==> src/rtl/irq_redir_pkg.sv <==
package irq_redir_pkg;
  localparam logic [31:0] VERSION_WORD = 32'h0017_0011;
  localparam logic [31:0] LO_RESET     = 32'h0001_0000;
  localparam int DLV_BIT  = 12;
  localparam int RIRR_BIT = 14;

  typedef enum logic [2:0] {
    TGT_NONE,
    TGT_ID,
    TGT_VER,
    TGT_ARB,
    TGT_ENTRY
  } tgt_e;
endpackage

==> src/rtl/irq_redir_decode.sv <==
module irq_redir_decode
  import irq_redir_pkg::*;
#(
  parameter int NUM_ENTRIES = 24,
  parameter int IDX_W       = 5,
  parameter logic [7:0] WIN_BASE = 8'h10
) (
  input  logic [7:0]       sel_i,
  output tgt_e             tgt_o,
  output logic [IDX_W-1:0] idx_o,
  output logic             hi_o
);
  localparam int SPAN = 2 * NUM_ENTRIES;

  logic [8:0] rel;
  logic       in_tbl;

  // WIN_BASE is even, so rel[0] picks the half
  assign rel    = {1'b0, sel_i} - {1'b0, WIN_BASE};
  assign in_tbl = (rel < 9'(SPAN));
  assign hi_o   = rel[0];
  assign idx_o  = in_tbl ? IDX_W'(rel >> 1) : '0;

  always_comb begin
    unique case (sel_i)
      8'h00:   tgt_o = TGT_ID;
      8'h01:   tgt_o = TGT_VER;
      8'h02:   tgt_o = TGT_ARB;
      default: tgt_o = in_tbl ? TGT_ENTRY : TGT_NONE;
    endcase
  end
endmodule

==> src/rtl/irq_redir_entry.sv <==
module irq_redir_entry
  import irq_redir_pkg::*;
(
  input  logic        clk_i,
  input  logic        rst_ni,
  input  logic        wr_lo_i,
  input  logic        wr_hi_i,
  input  logic [31:0] wdata_i,
  input  logic        dlv_set_i,
  input  logic        dlv_clr_i,
  input  logic        rirr_set_i,
  input  logic        rirr_clr_i,
  output logic [31:0] lo_o,
  output logic [31:0] hi_o
);
  logic [31:0] lo_q, hi_q;
  logic [31:0] lo_nxt;

  always_comb begin
    lo_nxt = lo_q;
    if (wr_lo_i) begin
      lo_nxt = wdata_i;
      lo_nxt[DLV_BIT]  = lo_q[DLV_BIT];
      lo_nxt[RIRR_BIT] = lo_q[RIRR_BIT];
    end
    if (dlv_set_i)       lo_nxt[DLV_BIT] = 1'b1;
    else if (dlv_clr_i)  lo_nxt[DLV_BIT] = 1'b0;
    if (rirr_set_i)      lo_nxt[RIRR_BIT] = 1'b1;
    else if (rirr_clr_i) lo_nxt[RIRR_BIT] = 1'b0;
  end

  always_ff @(posedge clk_i or negedge rst_ni) begin
    if (!rst_ni) begin
      lo_q <= LO_RESET;
      hi_q <= '0;
    end else begin
      lo_q <= lo_nxt;
      if (wr_hi_i) hi_q <= wdata_i;
    end
  end

  assign lo_o = lo_q;
  assign hi_o = hi_q;
endmodule

==> src/rtl/irq_redir_regfile.sv <==
module irq_redir_regfile
  import irq_redir_pkg::*;
#(
  parameter int NUM_ENTRIES = 24,
  parameter int IDX_W       = $clog2(NUM_ENTRIES),
  parameter int ID_W        = 4,
  parameter int ID_LSB      = 24
) (
  input  logic             clk_i,
  input  logic             rst_ni,
  input  logic             bus_req_i,
  input  logic             bus_we_i,
  input  logic [7:0]       bus_off_i,
  input  logic [2:0]       bus_size_i,
  input  logic [31:0]      bus_wdata_i,
  output logic             bus_rvalid_o,
  output logic [31:0]      bus_rdata_o,
  input  logic [IDX_W-1:0] sts_idx_i,
  input  logic             sts_dlv_set_i,
  input  logic             sts_dlv_clr_i,
  input  logic             sts_rirr_set_i,
  input  logic             sts_rirr_clr_i,
  output logic             upd_valid_o,
  output logic [IDX_W-1:0] upd_idx_o,
  output logic             inv_write_o
);
  localparam logic [7:0] SEL_OFF = 8'h00;
  localparam logic [7:0] WIN_OFF = 8'h10;
  localparam logic [2:0] WORD_SZ = 3'd4;

  logic              acc, sel_hit, win_hit;
  logic              sel_wr, win_wr, rd_acc;
  logic [31:0]       sel_q;
  logic [ID_W-1:0]   id_q;
  tgt_e              tgt;
  logic [IDX_W-1:0]  ent_idx;
  logic              ent_hi;
  logic [31:0]       lo_arr [NUM_ENTRIES];
  logic [31:0]       hi_arr [NUM_ENTRIES];
  logic [31:0]       ent_word, win_word, rd_word;

  assign acc     = bus_req_i && (bus_size_i == WORD_SZ);
  assign sel_hit = (bus_off_i == SEL_OFF);
  assign win_hit = (bus_off_i == WIN_OFF);
  assign sel_wr  = acc && bus_we_i && sel_hit;
  assign win_wr  = acc && bus_we_i && win_hit;
  assign rd_acc  = acc && !bus_we_i && (sel_hit || win_hit);

  irq_redir_decode #(
    .NUM_ENTRIES(NUM_ENTRIES),
    .IDX_W      (IDX_W),
    .WIN_BASE   (8'h10)
  ) u_dec (
    .sel_i(sel_q[7:0]),
    .tgt_o(tgt),
    .idx_o(ent_idx),
    .hi_o (ent_hi)
  );

  for (genvar n = 0; n < NUM_ENTRIES; n++) begin : g_ent
    logic hit, sts_hit;
    assign hit     = win_wr && (tgt == TGT_ENTRY) && (ent_idx == IDX_W'(n));
    assign sts_hit = (sts_idx_i == IDX_W'(n));
    irq_redir_entry u_ent (
      .clk_i     (clk_i),
      .rst_ni    (rst_ni),
      .wr_lo_i   (hit && !ent_hi),
      .wr_hi_i   (hit && ent_hi),
      .wdata_i   (bus_wdata_i),
      .dlv_set_i (sts_hit && sts_dlv_set_i),
      .dlv_clr_i (sts_hit && sts_dlv_clr_i),
      .rirr_set_i(sts_hit && sts_rirr_set_i),
      .rirr_clr_i(sts_hit && sts_rirr_clr_i),
      .lo_o      (lo_arr[n]),
      .hi_o      (hi_arr[n])
    );
  end

  always_comb begin
    ent_word = '0;
    for (int i = 0; i < NUM_ENTRIES; i++) begin
      if (ent_idx == IDX_W'(i)) ent_word = ent_hi ? hi_arr[i] : lo_arr[i];
    end
  end

  always_comb begin
    win_word = '0;
    case (tgt)
      TGT_ID, TGT_ARB: win_word[ID_LSB +: ID_W] = id_q;
      TGT_VER:         win_word = VERSION_WORD;
      TGT_ENTRY:       win_word = ent_word;
      default:         win_word = '0;
    endcase
  end

  assign rd_word = sel_hit ? sel_q : win_word;

  always_ff @(posedge clk_i or negedge rst_ni) begin
    if (!rst_ni) begin
      sel_q        <= '0;
      id_q         <= '0;
      bus_rvalid_o <= 1'b0;
      bus_rdata_o  <= '0;
      upd_valid_o  <= 1'b0;
      upd_idx_o    <= '0;
      inv_write_o  <= 1'b0;
    end else begin
      if (sel_wr) sel_q <= bus_wdata_i;
      if (win_wr && tgt == TGT_ID) id_q <= bus_wdata_i[ID_LSB +: ID_W];
      bus_rvalid_o <= rd_acc;
      if (rd_acc) bus_rdata_o <= rd_word;
      upd_valid_o  <= win_wr && (tgt == TGT_ENTRY);
      if (win_wr && tgt == TGT_ENTRY) upd_idx_o <= ent_idx;
      inv_write_o  <= win_wr && (tgt == TGT_VER) && (bus_wdata_i != '0);
    end
  end
endmodule

==> config.mk <==
export PLATFORM = sky130hd
export DESIGN_NAME = irq_redir_regfile
export DESIGN_NICKNAME = d
export VERILOG_FILES = /design/src/rtl/irq_redir_pkg.sv /design/src/rtl/irq_redir_decode.sv /design/src/rtl/irq_redir_entry.sv /design/src/rtl/irq_redir_regfile.sv
export SDC_FILE = /design/constraint.sdc
export NUM_CORES = 2
export LEC_CHECK = 0
export CELL_PAD_IN_SITES_DETAIL_PLACEMENT = 1
export CELL_PAD_IN_SITES_GLOBAL_PLACEMENT = 1
export CORE_ASPECT_RATIO = 1.75
export CORE_MARGIN = 1
export CORE_UTILIZATION = 26
export DETAILED_ROUTE_END_ITERATION = 16
export PLACE_DENSITY_LB_ADDON = 0.1
export SYNTH_ARGS = -nofsm -noshare
export SYNTH_HDL_FRONTEND = slang
export SYNTH_SLANG_ARGS = --single-unit
==> constraint.sdc <==
create_clock -name clk_i -period 9 [get_ports clk_i]
set_clock_uncertainty 0.05 [all_clocks]
set_input_delay 1.8 -clock clk_i [delete_from_list [all_inputs] [get_ports clk_i]]
set_output_delay 1.8 -clock clk_i [all_outputs]
set_load 0.01 [all_outputs]
=== Word level (Yosys, flattened, before mapping) ===
Cells that the tools add are included.

* Register bits after elaboration: 1612
* Word-level logic and storage cells: 545

* Add/sub/neg operators: 1
* Order comparisons: 1
* Eq/ne operators: 54
* Muxes and demuxes: 151
* Reductions and logical operators: 235

{| class="wikitable"
|+ Operators with widths
! operator !! count
|-
| $mux W32 || 49
|-
| $logic_and A1 B1 Y1 || 178
|-
| $mux W1 || 96
|-
| $reduce_bool A2 Y1 || 48
|-
| $eq A5 B4 Y1 const B || 16
|-
| $eq A5 B5 Y1 const B || 16
|-
| $pmux W24 S2 || 1
|-
| $eq A5 B3 Y1 const B || 8
|-
| $reduce_bool A32 Y1 || 1
|-
| $eq A5 B2 Y1 const B || 4
|-
| $logic_not A8 Y1 || 2
|-
| $eq A5 B1 Y1 const B || 2
|-
| $logic_not A5 Y1 || 2
|-
| $lt A9 B6 Y1 const B || 1
|-
| $pmux W3 S3 || 1
|-
| $sub A8 B5 Y9 const B || 1
|-
| $eq A8 B1 Y1 const B || 1
|-
| $eq A8 B2 Y1 const B || 1
|-
| $eq A8 B5 Y1 const B || 1
|-
| $pmux W4 S2 || 1
|-
| $eq A3 B2 Y1 const B || 2
|-
| $eq A3 B3 Y1 const B || 2
|-
| $mux W5 || 1
|-
| $mux W4 || 1
|-
| other kinds (5) || 6
|}

=== Logic depth before layout (Yosys ltp) ===
* Depth in word-level cells: 30
* Gate-level depth with buffers: 16
* Depth with buffers taken out: 10

=== Cells and area by module ===
From an unflattened synthesis, not the netlist that was laid out.

* Cells, all modules: 5688
* Area total of the unflattened synthesis: 81145.3 µm²

{| class="wikitable"
|+ By module, submodules not included
! module !! instances !! cells each !! area each (µm²) !! seq. area each (µm²)
|-
| irq_redir_entry || 24 || 137 || 2529.9 || 1602.8
|-
| irq_redir_regfile || 1 || 2377 || 20253.2 || 1901.8
|-
| irq_redir_decode || 1 || 23 || 173.9 || 0.0
|}

=== Worst setup path after synthesis ===
No wires, ideal clock.

* Kind: input -> register
* From: input port bus_off_i[3]
* To: register bus_rdata_o[29]
* Data arrival time: 3.783 ns
* Required time: 8.811 ns
* Slack: 5.027 ns
* Stages: 8
* Buffers on the path: 2
* Cells stage by stage: or4_4 -> or3_1 -> clkbuf_1 -> o21ai_0 -> clkbuf_1 -> a21oi_1 -> a221oi_1 -> o32ai_2

* Word-level cells in the longest chain between the ends: 3

{| class="wikitable"
|+ RTL lines
! item !! RTL line !! source
|-
| from (decl) || irq_redir_regfile.sv:13 || <nowiki>input logic [7:0] bus_off_i,</nowiki>
|-
| $eq A8 B5 Y1 or $logic_not A8 Y1 (tied branches) || irq_redir_regfile.sv:44, irq_redir_regfile.sv:43 ||
|-
| $logic_or A1 B1 Y1 || irq_redir_regfile.sv:47 || <nowiki>assign rd_acc = acc && !bus_we_i && (sel_hit || win_hit);</nowiki>
|-
| $logic_and A1 B1 Y1 || irq_redir_regfile.sv:47 ||
|-
| to (signal assigned) || irq_redir_regfile.sv:111 || <nowiki>if (rd_acc) bus_rdata_o <= rd_word;</nowiki>
|-
| to (decl) || irq_redir_regfile.sv:17 || <nowiki>output logic [31:0] bus_rdata_o,</nowiki>
|}

Several ways; a longest one is shown, not always the timed one.
A chain may end at the register's enable or synchronous reset.

=== Worst setup path after layout ===
* From: register sel_q[5]
* To: register g_ent[12].u_ent.hi_q[12]

* Word-level cells in the longest chain between the ends: 8

{| class="wikitable"
|+ RTL lines
! item !! RTL line !! source
|-
| from (decl) || irq_redir_regfile.sv:33 || <nowiki>logic [31:0] sel_q;</nowiki>
|-
| from (signal assigned) || irq_redir_regfile.sv:108 || <nowiki>if (sel_wr) sel_q <= bus_wdata_i;</nowiki>
|-
| $sub A8 B5 Y9 || irq_redir_decode.sv:19 || <nowiki>assign rel = {1'b0, sel_i} - {1'b0, WIN_BASE};</nowiki>
|-
| $lt A9 B6 Y1 || irq_redir_decode.sv:20 || <nowiki>assign in_tbl = (rel < 9'(SPAN));</nowiki>
|-
| $mux W3 || irq_redir_decode.sv:29 || <nowiki>default: tgt_o = in_tbl ? TGT_ENTRY : TGT_NONE;</nowiki>
|-
| $pmux W3 S3 || irq_redir_decode.sv:25 || <nowiki>unique case (sel_i)</nowiki>
|-
| $eq A3 B3 Y1 || irq_redir_regfile.sv:62 || <nowiki>assign hit = win_wr && (tgt == TGT_ENTRY) && (ent_idx == IDX_W'(n));</nowiki>
|-
| $logic_and A1 B1 Y1 || irq_redir_regfile.sv:62 ||
|-
| $logic_and A1 B1 Y1 * || irq_redir_regfile.sv:62 ||
|-
| $logic_and A1 B1 Y1 * || irq_redir_regfile.sv:68 || <nowiki>.wr_hi_i (hit && ent_hi),</nowiki>
|-
| to (signal assigned) || irq_redir_entry.sv:38 || <nowiki>if (wr_hi_i) hi_q <= wdata_i;</nowiki>
|-
| to (decl) || irq_redir_entry.sv:16 || <nowiki>logic [31:0] lo_q, hi_q;</nowiki>
|}

Every way passes the cells marked *; elsewhere a longest branch is shown, timed or not.

==> key figures <==
CTS
  – H-tree Lvls: 4
  – Cts repair resizes: 0
  – Worst-skew pair later-pin latency: 0.88 ns
  – Root Buffer: clkbuf_16
  – Post-CTS setup repair buffer count: 0
  – CTS Buffer Depth: 4
  – Hold-fix buffer count after cts: 0
  – CTS tree: built
  – CTS Sinks: 1,612
  – CTS clk-pin slew, worst paths: 0.06 ns
  – CTS buffer count: 177

Global routing
  – Total global routing overflow: 0
  – Largest net degree at the start of global routing: 183
  – First-pass GRT wire length: 451,200 µm
  – Number of global-route vias before repair: 55,389
  – GRT Total Usage: 21.17%
  – Initial antenna violation count: 10

Setup path
  – Reg2Reg Capture Point: g_ent[12].u_ent.hi_o[12]$_DFFE_PN0P_
  – Slowest-stage cell, CP: nand2_1
  – R2R cell count: 8
  – Worst-path fanout max: 32
  – Critical Path Source: sel_q[5]$_DFFE_PN0P_
  – CP startpoint kind: flip-flop
  – CP cell instances: inv_1, ha_1, nand4_2, nand2_1, nand2b_1, nor2_4, nand2_2, mux2_2
  – Crit path max-delay family: simple AND/OR/NAND/NOR gates
  – CP endpoint kind: flip-flop
  – Cell depth of the worst setup path: 8
  – WS Path Type: reg2reg
  – Worst R2R Setup Slack: 3.02 ns
  – Worst r2r src: sel_q[5]$_DFFE_PN0P_
  – WP data required: 9.68 ns
  – Worst Path Buf+Inv: 1
  – CP arrival: 6.67 ns
  – Critical Path End: g_ent[12].u_ent.hi_o[12]$_DFFE_PN0P_
  – CP max stage delay: 0.88 ns

Detailed routing
  – Drt wl/cell: 31.99 µm
  – Final wirelength: 315,500 µm
  – Initial DRT Pass Iterations: 7
  – DRC: 0
  – Drt initial violations: 2,550
  – Routed Antenna Nets: 0
  – Vias/cell: 5.108
  – Vias: 50,383

Synth
  – Ys async rst share: 100.0%
  – Largest cells by area after synthesis: dfrtp_1, mux2_2, mux2i_1
  – Area leader, netlist: dfrtp_1
  – Post-Synthesis Cells: 5,958
  – Sequential area share after synthesis: 52.32%
  – Post-synth EDFFs: 0
  – Syn Nets: 6,015
  – Post-synthesis cell area: 77,150 µm²
  – Dominant register cell in the synthesized netlist: dfrtp_1
  – Syn. warnings: 0
  – Register bit count reported by yosys: 1,612
  – Synth top cells by count: mux2_2, dfrtp_1, mux2i_1, buf_2, clkbuf_1
  – Most numerous cell in the Yosys netlist: mux2_2
  – Syn_area_per_cell: 12.95 µm²
  – Yosys top cell area share: 51.51%
  – Library cells used by synthesis: 103

Final layout
  – Area grow syn2layout: 13.68%
  – Nets: 5,925
  – Fraction of layout cells with a size suffix above 1: 37.47%

Floorplanning
  – Die area: 299,000 µm²
  – Total I/O pin count: 96
  – Die width: 413.8 µm
  – Initial core utilization: 26.13%
  – Die H: 722.6 µm
  – Number of cell rows: 264
  – Core area: 295,300 µm²

Power and ir drop
  – PwrDens: 173.4 nW/µm²
  – Worst vdd ir: 0.1389 mV
  – Total Power Consumption: 15.21 mW
  – P_leak: 44.75 nW

Timing
  – Number of hold violations in the final report: 0
  – Slew headroom: 13.46%
  – Min cycle time layout: 5.982 ns
  – Fin worst setup slack: 3.018 ns
  – Hold slack: 0.4356 ns
  – Fin crit share: 66.47%
  – Count of final setup violators: 0
  – Fmax: 0.1672 GHz
  – Slew @ Worst Pin: 1.298 ns
  – Pins Over Slew Limit: 0
  – RSZ-0062 raised after global routing: false
  – Final TNS setup: 0 ns

Placement
  – IO Port Bufs: 95
  – Setup slack at placement: 2.746 ns
  – Gpl congestion: 0.7732
  – DPL Wire Length: 202,600 µm

Run
  – Max-Cap Viols: 0

Worst hold path
  – Worst hold path class: reg2reg

Outcome
  – Status: completed
[cell usage in the layout (no fill, tap or decap), types with 91 or more instances in the layout]
cell          n
a21oi_1     224
buf_4       186
clkbuf_16   181
dfrtp_1    1585
mux2_2     1594
mux2i_1     613
nand2_1     162
nor2_1      119
o21ai_0     222
o22ai_1      91
[cell families after synthesis]
logic type / count (synthesis) / synth area share, %
AO/OA/AOI/OAI: 982 / 8.508
XOR/XNOR: 2 / 0.02271
adder cells (fa/ha/maj): 1 / 0.01622
buffers and inverters: 568 / 3.681
flip-flops: 1612 / 52.32
multiplexers: 2250 / 31.92
AND/OR/NAND/NOR: 543 / 3.523
[sequential cells by signal, summed over array words and instances (netlist names)]
register          flops
bus_rvalid_o          1
sel_q                32
bus_rdata_o          32
upd_idx_o             5
id_q                  4
upd_valid_o           1
inv_write_o           1
g_ent.u_ent.lo_o    768
g_ent.u_ent.hi_o    768
[per-stage QoR]
step	cells	cell area [µm²]	utilization, %
global route	9854	87680	29.69
CTS	9853	87680	29.69
detailed placement	9546	82130	27.81
global placement	9546	82120	27.81
finish	9863	87700	29.70
floorplan	5958	77150	-
[where the power goes]
group          switching, mW  total [mW]  leakage [nW]  internal, mW
Clock                   3.21        7.33          2.74          4.12
Combinational          0.420       0.533          19.7         0.112
Sequential            0.0432        7.34          22.3          7.30
Total                   3.68        15.2          44.7          11.5
[cell type report]
class	instances	area [µm²]
antenna	10	25.02
sequential	1612	40380
tap	3857	4826
timing repair buffer	292	2430
fill	31573	207600
clock buffer	277	5310
multi-input combinational	3778	34470
inverter	7	26.28
clock inverter	30	241.5
[routing by layer]
metal	vias to the layer above	GRT usage [%]	share of wire, %
met5	-	0	0
met4	0	7.713	4.0
li1	21699	-	-
met3	406	1.804	2.1
met1	27535	25.12	40
met2	743	39.17	53
[worst min path at each step]
stage                                        start                             endpoint  slack [ns]  depth (start not counted)
3_5_place_dp   g_ent[2].u_ent.hi_o[30]$_DFFE_PN0P_  g_ent[2].u_ent.hi_o[30]$_DFFE_PN0P_        0.42                          1
5_1_grt        g_ent[6].u_ent.hi_o[12]$_DFFE_PN0P_  g_ent[6].u_ent.hi_o[12]$_DFFE_PN0P_        0.45                          1
6_report       g_ent[0].u_ent.hi_o[27]$_DFFE_PN0P_  g_ent[0].u_ent.hi_o[27]$_DFFE_PN0P_        0.44                          1
3_3_place_gp    g_ent[2].u_ent.hi_o[4]$_DFFE_PN0P_   g_ent[2].u_ent.hi_o[4]$_DFFE_PN0P_        0.41                          1
4_1_cts        g_ent[2].u_ent.hi_o[30]$_DFFE_PN0P_  g_ent[2].u_ent.hi_o[30]$_DFFE_PN0P_        0.44                          1
2_1_floorplan  g_ent[2].u_ent.hi_o[30]$_DFFE_PN0P_  g_ent[2].u_ent.hi_o[30]$_DFFE_PN0P_        0.40                          1
[worst reg2reg max path, cell delays in order (launching register included)]
cell	delay, ns
dfrtp_1	0.57
inv_1	0.11
ha_1	0.77
nand4_2	0.72
nand2_1	0.88
nand2b_1	0.45
nor2_4	0.79
nand2_2	0.89
mux2_2	0.61
Note: power is estimated with default switching activity, not from simulation.
